File: src/rtl/mia_pkg.sv
package mia_pkg;
    typedef enum logic [0:0] {
        ST_IDLE = 1'b0,
        ST_WAIT = 1'b1
    } req_state_e;
endpackage

File: src/rtl/mia_sat_counter.sv
module mia_sat_counter #(
    parameter int CNT_W = 16
) (
    input  logic             clk,
    input  logic             rst_n,
    input  logic             clr,
    input  logic             add_en,
    input  logic [CNT_W-1:0] add_val,
    output logic [CNT_W-1:0] cnt
);
    localparam logic [CNT_W-1:0] CNT_MAX = '1;

    logic [CNT_W:0] sum;

    assign sum = {1'b0, cnt} + {1'b0, add_val};

    always_ff @(posedge clk) begin
        if (!rst_n || clr) begin
            cnt <= '0;
        end else if (add_en) begin
            cnt <= sum[CNT_W] ? CNT_MAX : sum[CNT_W-1:0];
        end
    end

    // Counter only moves upward unless cleared (no wrap)
    assert_no_wrap_R9: assert property (@(posedge clk) disable iff (!rst_n)
        !clr |=> cnt >= $past(cnt));

    // A clear always lands on zero
    assert_clear_zero_R10: assert property (@(posedge clk) disable iff (!rst_n)
        clr |=> cnt == '0);
endmodule

File: src/rtl/mia_open_row_table.sv
module mia_open_row_table #(
    parameter int BANK_W = 2,
    parameter int ROW_W  = 8
) (
    input  logic              clk,
    input  logic              rst_n,
    input  logic              wr_en,
    input  logic [BANK_W-1:0] wr_bank,
    input  logic [ROW_W-1:0]  wr_row,
    input  logic [BANK_W-1:0] rd_bank,
    output logic              rd_valid,
    output logic [ROW_W-1:0]  rd_row
);
    localparam int NBANK = 1 << BANK_W;

    logic [ROW_W-1:0] row_q [NBANK];
    logic [NBANK-1:0] vld_q;

    for (genvar b = 0; b < NBANK; b++) begin : g_bank
        always_ff @(posedge clk) begin
            if (!rst_n) begin
                vld_q[b] <= 1'b0;
                row_q[b] <= '0;
            end else if (wr_en && wr_bank == BANK_W'(b)) begin
                vld_q[b] <= 1'b1;
                row_q[b] <= wr_row;
            end
        end
    end

    assign rd_valid = vld_q[rd_bank];
    assign rd_row   = row_q[rd_bank];

    // A write always leaves its entry valid with the written row
    assert_write_lands_R5: assert property (@(posedge clk) disable iff (!rst_n)
        wr_en |=> vld_q[$past(wr_bank)] && row_q[$past(wr_bank)] == $past(wr_row));
endmodule

File: src/rtl/mem_interf_acct.sv
module mem_interf_acct #(
    parameter int CORE_W  = 2,
    parameter int SELF_ID = 1,
    parameter int BANK_W  = 2,
    parameter int ROW_W   = 8,
    parameter int CNT_W   = 16,
    parameter int T_PRE   = 3,
    parameter int T_ACT   = 4
) (
    input  logic              clk,
    input  logic              rst_n,
    input  logic              req_valid,
    input  logic [BANK_W-1:0] req_bank,
    input  logic [ROW_W-1:0]  req_row,
    input  logic              bus_busy,
    input  logic [CORE_W-1:0] bus_owner,
    input  logic              bank_busy,
    input  logic [CORE_W-1:0] bank_owner,
    input  logic              row_open_valid,
    input  logic [ROW_W-1:0]  open_row,
    input  logic              act_valid,
    input  logic [BANK_W-1:0] act_bank,
    input  logic [ROW_W-1:0]  act_row,
    input  logic              rob_full,
    input  logic              rob_head_miss,
    input  logic [2:0]        clr,
    output logic [CNT_W-1:0]  bus_cycles,
    output logic [CNT_W-1:0]  bank_cycles,
    output logic [CNT_W-1:0]  row_cycles
);
    import mia_pkg::*;

    localparam logic [CORE_W-1:0] ME       = CORE_W'(SELF_ID);
    localparam logic [CNT_W-1:0]  ROW_COST = CNT_W'(T_PRE + T_ACT);
    localparam logic [CNT_W-1:0]  ONE      = CNT_W'(1);

    req_state_e state_q, state_d;

    logic             gate;
    logic             ora_valid;
    logic [ROW_W-1:0] ora_row;
    logic             row_stolen;
    logic             bus_inc, bank_inc, row_add;

    assign gate = rob_full && rob_head_miss;

    mia_open_row_table #(.BANK_W(BANK_W), .ROW_W(ROW_W)) u_ora (
        .clk      (clk),
        .rst_n    (rst_n),
        .wr_en    (act_valid),
        .wr_bank  (act_bank),
        .wr_row   (act_row),
        .rd_bank  (req_bank),
        .rd_valid (ora_valid),
        .rd_row   (ora_row)
    );

    // Needed row was this core's, yet a different row is open now
    assign row_stolen = row_open_valid && (open_row != req_row)
                        && ora_valid && (ora_row == req_row);

    always_ff @(posedge clk) begin
        if (!rst_n) state_q <= ST_IDLE;
        else        state_q <= state_d;
    end

    always_comb begin
        state_d  = state_q;
        row_add  = 1'b0;
        bus_inc  = req_valid && gate && bus_busy  && (bus_owner  != ME);
        bank_inc = req_valid && gate && bank_busy && (bank_owner != ME);
        unique case (state_q)
            ST_IDLE: begin
                if (req_valid) begin
                    row_add = gate && row_stolen;
                    state_d = ST_WAIT;
                end
            end
            ST_WAIT: begin
                if (!req_valid) state_d = ST_IDLE;
            end
            default: state_d = ST_IDLE;
        endcase
    end

    mia_sat_counter #(.CNT_W(CNT_W)) u_bus_ctr (
        .clk(clk), .rst_n(rst_n), .clr(clr[0]),
        .add_en(bus_inc), .add_val(ONE), .cnt(bus_cycles)
    );

    mia_sat_counter #(.CNT_W(CNT_W)) u_bank_ctr (
        .clk(clk), .rst_n(rst_n), .clr(clr[1]),
        .add_en(bank_inc), .add_val(ONE), .cnt(bank_cycles)
    );

    mia_sat_counter #(.CNT_W(CNT_W)) u_row_ctr (
        .clk(clk), .rst_n(rst_n), .clr(clr[2]),
        .add_en(row_add), .add_val(ROW_COST), .cnt(row_cycles)
    );

    // Gate off: counters hold unless cleared
    assert_gate_bus_R8: assert property (@(posedge clk) disable iff (!rst_n)
        (!gate && !clr[0]) |=> $stable(bus_cycles));
    assert_gate_bank_R8: assert property (@(posedge clk) disable iff (!rst_n)
        (!gate && !clr[1]) |=> $stable(bank_cycles));
    assert_gate_row_R8: assert property (@(posedge clk) disable iff (!rst_n)
        (!gate && !clr[2]) |=> $stable(row_cycles));

    // Bus and bank counters step by at most one per edge
    assert_bus_step_R2: assert property (@(posedge clk) disable iff (!rst_n)
        !clr[0] |=> (bus_cycles - $past(bus_cycles)) <= ONE);
    assert_bank_step_R4: assert property (@(posedge clk) disable iff (!rst_n)
        !clr[1] |=> (bank_cycles - $past(bank_cycles)) <= ONE);

    // Row check happens only on arrival
    assert_row_once_R11: assert property (@(posedge clk) disable iff (!rst_n)
        (state_q == ST_WAIT && !clr[2]) |=> $stable(row_cycles));
endmodule

File: config.mk
export PLATFORM = sky130hd
export DESIGN_NAME = mem_interf_acct
export DESIGN_NICKNAME = d
export VERILOG_FILES = /design/src/rtl/mia_pkg.sv /design/src/rtl/mia_sat_counter.sv /design/src/rtl/mia_open_row_table.sv /design/src/rtl/mem_interf_acct.sv
export SDC_FILE = /design/constraint.sdc
export NUM_CORES = 1
export LEC_CHECK = 0
export BUFFER_PORTS_ARGS = -buffer_cell sky130_fd_sc_hd__buf_4
export CAP_MARGIN = 20
export CORE_MARGIN = 2
export CORE_UTILIZATION = 60
export CTS_CLUSTER_DIAMETER = 30
export DETAILED_ROUTE_END_ITERATION = 10
export GPL_ROUTABILITY_DRIVEN = 0
export PLACE_DENSITY = 0.84
export SYNTH_ARGS = -nofsm -noshare
export SYNTH_HDL_FRONTEND = slang
export SYNTH_HIERARCHICAL = 1
export SYNTH_SLANG_ARGS = --single-unit
File: constraint.sdc
create_clock -name clk -period 5 [get_ports clk]
set_clock_uncertainty 0.05 [all_clocks]
set_input_delay 0.5 -clock clk [delete_from_list [all_inputs] [get_ports clk]]
set_output_delay 0.5 -clock clk [all_outputs]
set_load 0.03 [all_outputs]
# Yosys cells after proc, flatten, opt, wreduce, memory -nomap -nowiden
# Memories as Yosys holds them, arrays and structs flattened.
# Cells that the tools add are included.
[classes]
reduce_logical = 19
addsub = 3
n_bitwise = 4
n_lt_le_gt_ge = 1
eq_ne = 7
mux = 25
[ops]
columns = ["operator", "count"]
rows = [
  ["two-way mux 16 bit", 3],
  ["adder 16 x 1 -> 17 bit, second input constant", 2],
  ["two-way mux 8 bit", 4],
  ["adder 16 x 3 -> 17 bit, second input constant", 1],
  ["two-way mux 1 bit", 17],
  ["logical AND 1 bit", 14],
  ["equality test 8 bit", 1],
  ["!= test 8 bit", 1],
  ["equality test 2 bit, second input constant", 2],
  ["!= test 2 x 1 -> 1 bit, second input constant", 2],
  ["OR 1 bit", 4],
  ["logical OR 1 bit", 3],
  ["< comparator 2 x 3 -> 1 bit, second input constant", 1],
  ["binary-select mux 1 bit (select 2 bit)", 1],
  ["equality test 2 x 1 -> 1 bit, second input constant", 1],
  ["logical NOT 2 bit", 1],
  ["logical NOT 1 bit", 1],
]
[totals]
elab_cells = 68
output_inout_bits = 48
ram_bits = 32
mem_count = 1
in_bits = 44
regBits = 53
[memory_table]
columns = ["memory", "words", "width", "rd", "rd_clocked_by_memory_dff", "wr", "line_no", "rtl"]
rows = [
  ["u_ora.row_q", 4, 8, 1, 0, 4, "mia_open_row_table.sv:16", "logic [ROW_W-1:0] row_q [NBANK];"],
]

# Depth between registers and ports, before layout
[depth]
word_depth = 7
depth_mapped = 10
depth_no_buf = 9

# Modules after synthesis
# The synthesis kept the hierarchy.
[by_module_without_submodules]
columns = ["module", "cells_per_inst", "seq_area_each_um2", "instances", "area_each_um2"]
rows = [
  ["mia_sat_counter at u_bus_ctr ...", 146, 320.3, 2, 1395.1],
  ["mia_open_row_table", 111, 1041.0, 1, 1561.5],
  ["mia_sat_counter at u_bank_ctr", 148, 320.3, 1, 1288.7],
  ["mem_interf_acct", 35, 20.0, 1, 254.0],
]

# Worst setup path before layout
# No wires, ideal clock.
[synth_timing]
path_kind = "input to register"
start = "input port req_bank[0]"
end = "register u_row_ctr.cnt[13]"
path_buffers = 1
required_ns = 4.871
path_slack_ns = 2.012
arrival_ns = 2.859
setup_ns = 0.079
path_stages = 9
path_cell_list = "buf_6 mux4_2 xor2_1 nor4_2 nand3_1 a21oi_1 o21ai_0 or4b_1 o211ai_1"
[synth_via]
elab_cells_between_ends = 9
cone_classes = "eq/ne: 1; mux: 4; reduce/logical: 3; memory: 1"
[synth_rtl]
columns = ["element", "line_no", "rtl"]
rows = [
  ["from (decl)", "mem_interf_acct.sv:13", "input logic [BANK_W-1:0] req_bank,"],
  ["memory read (4 x 8 bit)", "n/a", ""],
  ["net ora_row[5]", "mem_interf_acct.sv:41", "logic [ROW_W-1:0] ora_row;"],
  ["equality test 8 bit", "mem_interf_acct.sv:60", "&& ora_valid && (ora_row == req_row);"],
  ["logical AND 1 bit", "mem_interf_acct.sv:60", ""],
  ["logical AND 1 bit", "mem_interf_acct.sv:75", "row_add = gate && row_stolen;"],
  ["two-way mux 1 bit", "mem_interf_acct.sv:74", "if (req_valid) begin"],
  ["two-way mux 1 bit", "mem_interf_acct.sv:72", "unique case (state_q)"],
  ["net row_add", "mem_interf_acct.sv:43", "logic bus_inc, bank_inc, row_add;"],
  ["to (signal assigned)", "mia_sat_counter.sv:21", "cnt <= sum[CNT_W] ? CNT_MAX : sum[CNT_W-1:0];"],
  ["to (decl)", "mia_sat_counter.sv:9", "output logic [CNT_W-1:0] cnt"],
]
# The timed path passes the listed nets, and every way through them passes these cells. The select of a mux whose other input is x is not followed.
# A chain may end at the register's enable or synchronous reset.

# Worst setup path after layout
[layout_timing]
start = "memory u_ora.row_q[3][1]"
end = "register u_row_ctr.cnt[15]"
[layout_via]
elab_chain_len = 6
[layout_lines]
columns = ["element", "line_no"]
rows = [
  ["from (decl)", "mia_open_row_table.sv:16"],
  ["memory read (4 x 8 bit)", "n/a"],
  ["net ora_row[1]", "mem_interf_acct.sv:41"],
  ["equality test 8 bit", "mem_interf_acct.sv:60"],
  ["logical AND 1 bit", "mem_interf_acct.sv:60"],
  ["logical AND 1 bit", "mem_interf_acct.sv:75"],
  ["two-way mux 1 bit", "mem_interf_acct.sv:74"],
  ["two-way mux 1 bit", "mem_interf_acct.sv:72"],
  ["net row_add", "mem_interf_acct.sv:43"],
]
# The timed path passes the listed nets, and every way through them passes these cells.

==> results.md <==
* Post-DRT Antenna Nets at 0
* Unique cell type count in the Yosys netlist at 61
* Core area at 9640 µm²
* Starting Density at 61.2%
* Initial antenna violation count at 0
* Final worst path period share at 58.2%
* Syn avg cell area at 10.1 µm²
* Hold/Removal Path Class: input pin to flip-flop
* Setup TNS at 0 ns
* DR WL/cell at 15.0 µm
* Total gr overflow at 0
* RSZ-0062 raised after global routing: no
* Worst endpoint data arrival time at 3.09 ns
* Total number of vias at 4879
* HPWL after detailed placement at 9840 µm
* Post-CTS Setup Inserts at 0
* N_diodes at 0
* Clk_lat worst skew at 0.37 ns
* Leak at 3.06 nW
* Post-layout min period at 2.91 ns
* R2R setup slack at 2.09 ns
* Final setup violation count at 0
* Die Y at 103 µm
* Post-synth EDFFs at 32
* Status: finished clean
* Vias in the first global route at 4632
* Routed WL at 12900 µm
* Seq cells post-synth at 85
* I/O Buffers at 91
* Cell internal pwr at 1.03 mW
* Reg2reg start: u_ora/row_q[3][1]$_SDFFCE_PN0P_
* Clock power frac at 33.0%
* GRT Total Usage at 25.1%
* Crit Path Class: flip-flop to flip-flop
* Remaining DRCs at 0
* Slew headroom at 30.4%
* Top FF cell, synth: dfxtp_1
* Net Sw Frac at 29.2%
* CTS sink cnt at 85
* DR vias/cell at 5.67
* Worst hold slack at 0.299 ns
* Cell Area, Synth at 5890 µm²
* Clock-pin slew on the worst setup and hold paths at 0.10 ns
* Ys async rst share at 0%
* Filler cells at 751
* CTS tree: built
* Critical path required time at 5.17 ns
* Sequential Power Share at 51.7%
* MaxCap Viol Count at 0
* Hold_buf cts at 0
* Clock buffer count from CTS at 9
* CTS Buffer Depth at 2
* Final net count at 817
* Endpoint class of the critical path: flip-flop
* HP Start: req_valid
* PwrDens at 208 nW/µm²
* CP startpoint: u_ora/row_q[3][1]$_SDFFCE_PN0P_
* First-pass GRT wire length at 20900 µm
* Cts repair resizes at 0
* Synth warnings at 6
* Die area at 10600 µm²
* Max-slew violation count at 0
* Pre-antenna DRT Iters at 4
* Switch Pwr at 426 µW
* Fin. Hold Viols at 0
* Crit Path Max Fanout at 17
* Area delta synth->final at 19.0%
* Crit start category: flip-flop
* Post-synthesis sequential area ratio at 34.3%
* Layout cells sized above 1 at 24.8%
* Pin count of the biggest net entering global routing at 21
* F_max at 343 MHz
* Die W at 103 µm
* IO Pins at 92
* Cell row count at 36
* First-iteration detailed-routing DRC count at 183
* Mapped Cells at 586
* Comb pwr share at 15.3%
* Peak VDD IR at 0.161 mV
* Worst slew pin tran at 1.04 ns
* H-tree depth at 3
* Clock Tree Root: clkbuf_8
cell usage in the layout, fill, tap and decap left out, types with 23 or more instances in the layout:
master	count
a21oi_1	33
buf_4	93
conb_1	51
dfxtp_1	53
edfxtp_1	32
ha_1	48
nand2_1	27
nor2_1	50
o21ai_0	66
xnor2_1	23
xor2_1	26
synth_stat cells, types with 4 or more instances:
cell type | n | area [µm²]
a211oi_1 | 4 | 30.0
a21o_1 | 22 | 165
a21oi_1 | 33 | 165
a21oi_2 | 14 | 123
a21oi_4 | 20 | 325
a31oi_1 | 7 | 43.8
and3_1 | 9 | 56.3
buf_2 | 6 | 30.0
clkbuf_1 | 5 | 18.8
dfxtp_1 | 53 | 1060
edfxtp_1 | 32 | 961
ha_1 | 48 | 601
inv_1 | 10 | 37.5
mux4_2 | 9 | 203
nand2_1 | 27 | 101
nand2b_1 | 6 | 37.5
nand3_1 | 17 | 85.1
nor2_1 | 50 | 188
nor2b_1 | 8 | 50.1
nor3_1 | 7 | 35.0
nor4_1 | 4 | 25.0
o211ai_1 | 8 | 60.1
o21ai_0 | 66 | 330
o21ai_1 | 6 | 30.0
or4b_1 | 6 | 60.1
xnor2_1 | 23 | 201
xor2_1 | 26 | 228
layout make-up:
class | count | area (µm²) | area share (%)
clock buffer | 9 | 124 | 1.77
clock inverter | 7 | 63.8 | 0.910
inverter | 10 | 37.5 | 0.535
multi-input combinational | 521 | 3890 | 55.4
sequential | 85 | 2020 | 28.8
tap | 133 | 166 | 2.37
timing repair buffer | 95 | 714 | 10.2
per-stage QoR:
step	setup WS, ns	utilization, %	cells	cell area, µm²	total power [mW]
5_1_grt	1.91	72.8	860	7010	1.53
3_3_place_gp	1.81	70.7	842	6810	0.980
6_report	2.09	72.8	860	7010	1.46
2_1_floorplan	2.01	-	635	6080	0.925
3_5_place_dp	1.75	70.7	842	6810	0.989
4_1_cts	2.09	72.6	858	7000	1.47
flip-flops by register name, summed over array words and instances, names as in the netlist:
name            count
u_bank_ctr/cnt     16
u_ora/vld_q         4
u_bus_ctr/cnt      16
state_q             1
u_ora/row_q        32
u_row_ctr/cnt      16
per-layer routing:
metal	vias up	global-route usage [%]	part of all wire, %
met3	26	4.27	5.0
met1	2308	31.0	42
met4	0	9.92	1.8
met5	-	0	0
li1	2406	-	-
met2	139	43.9	51
worst max-delay path, cell delays in order (launching register included):
cell,delay (ns)
edfxtp_1,0.40
mux4_2,0.51
xor2_1,0.17
nor4_2,0.25
nand3_1,0.10
a21oi_1,0.12
buf_4,0.23
nand3b_4,0.14
nor2_4,0.59
o211ai_1,0.20
power groups by stage:
| stage | clock, mW | combinational, mW | sequential, mW |
|---|---|---|---|
| floorplan | 0 | 0.154 | 0.771 |
| global placement | 0 | 0.211 | 0.768 |
| detailed placement | 0 | 0.219 | 0.770 |
| CTS | 0.495 | 0.220 | 0.754 |
| global route | 0.523 | 0.246 | 0.756 |
| finish | 0.481 | 0.224 | 0.754 |
logic make-up after synthesis:
kind of cell	count (synthesis)	synth area share [%]
fa+ha+maj	51	11.2
xor+xnor	49	7.28
other cells	2	0.127
buf+inv	29	2.89
simple gates	162	15.2
compound gates	199	25.6
mux	9	3.44
flops	85	34.3
worst paths after layout:
| check | end | cells after the start |
|---|---|---|
| setup / recovery | u_row_ctr/cnt[15]$_SDFFE_PP0P_ | 9 |
| setup reg to reg | u_row_ctr/cnt[15]$_SDFFE_PP0P_ | 9 |
| hold / removal | state_q$_SDFF_PN0_ | 2 |
| hold reg to reg | u_ora/vld_q[1]$_SDFFE_PN0P_ | 1 |
Power figures use the tool's default switching activity.
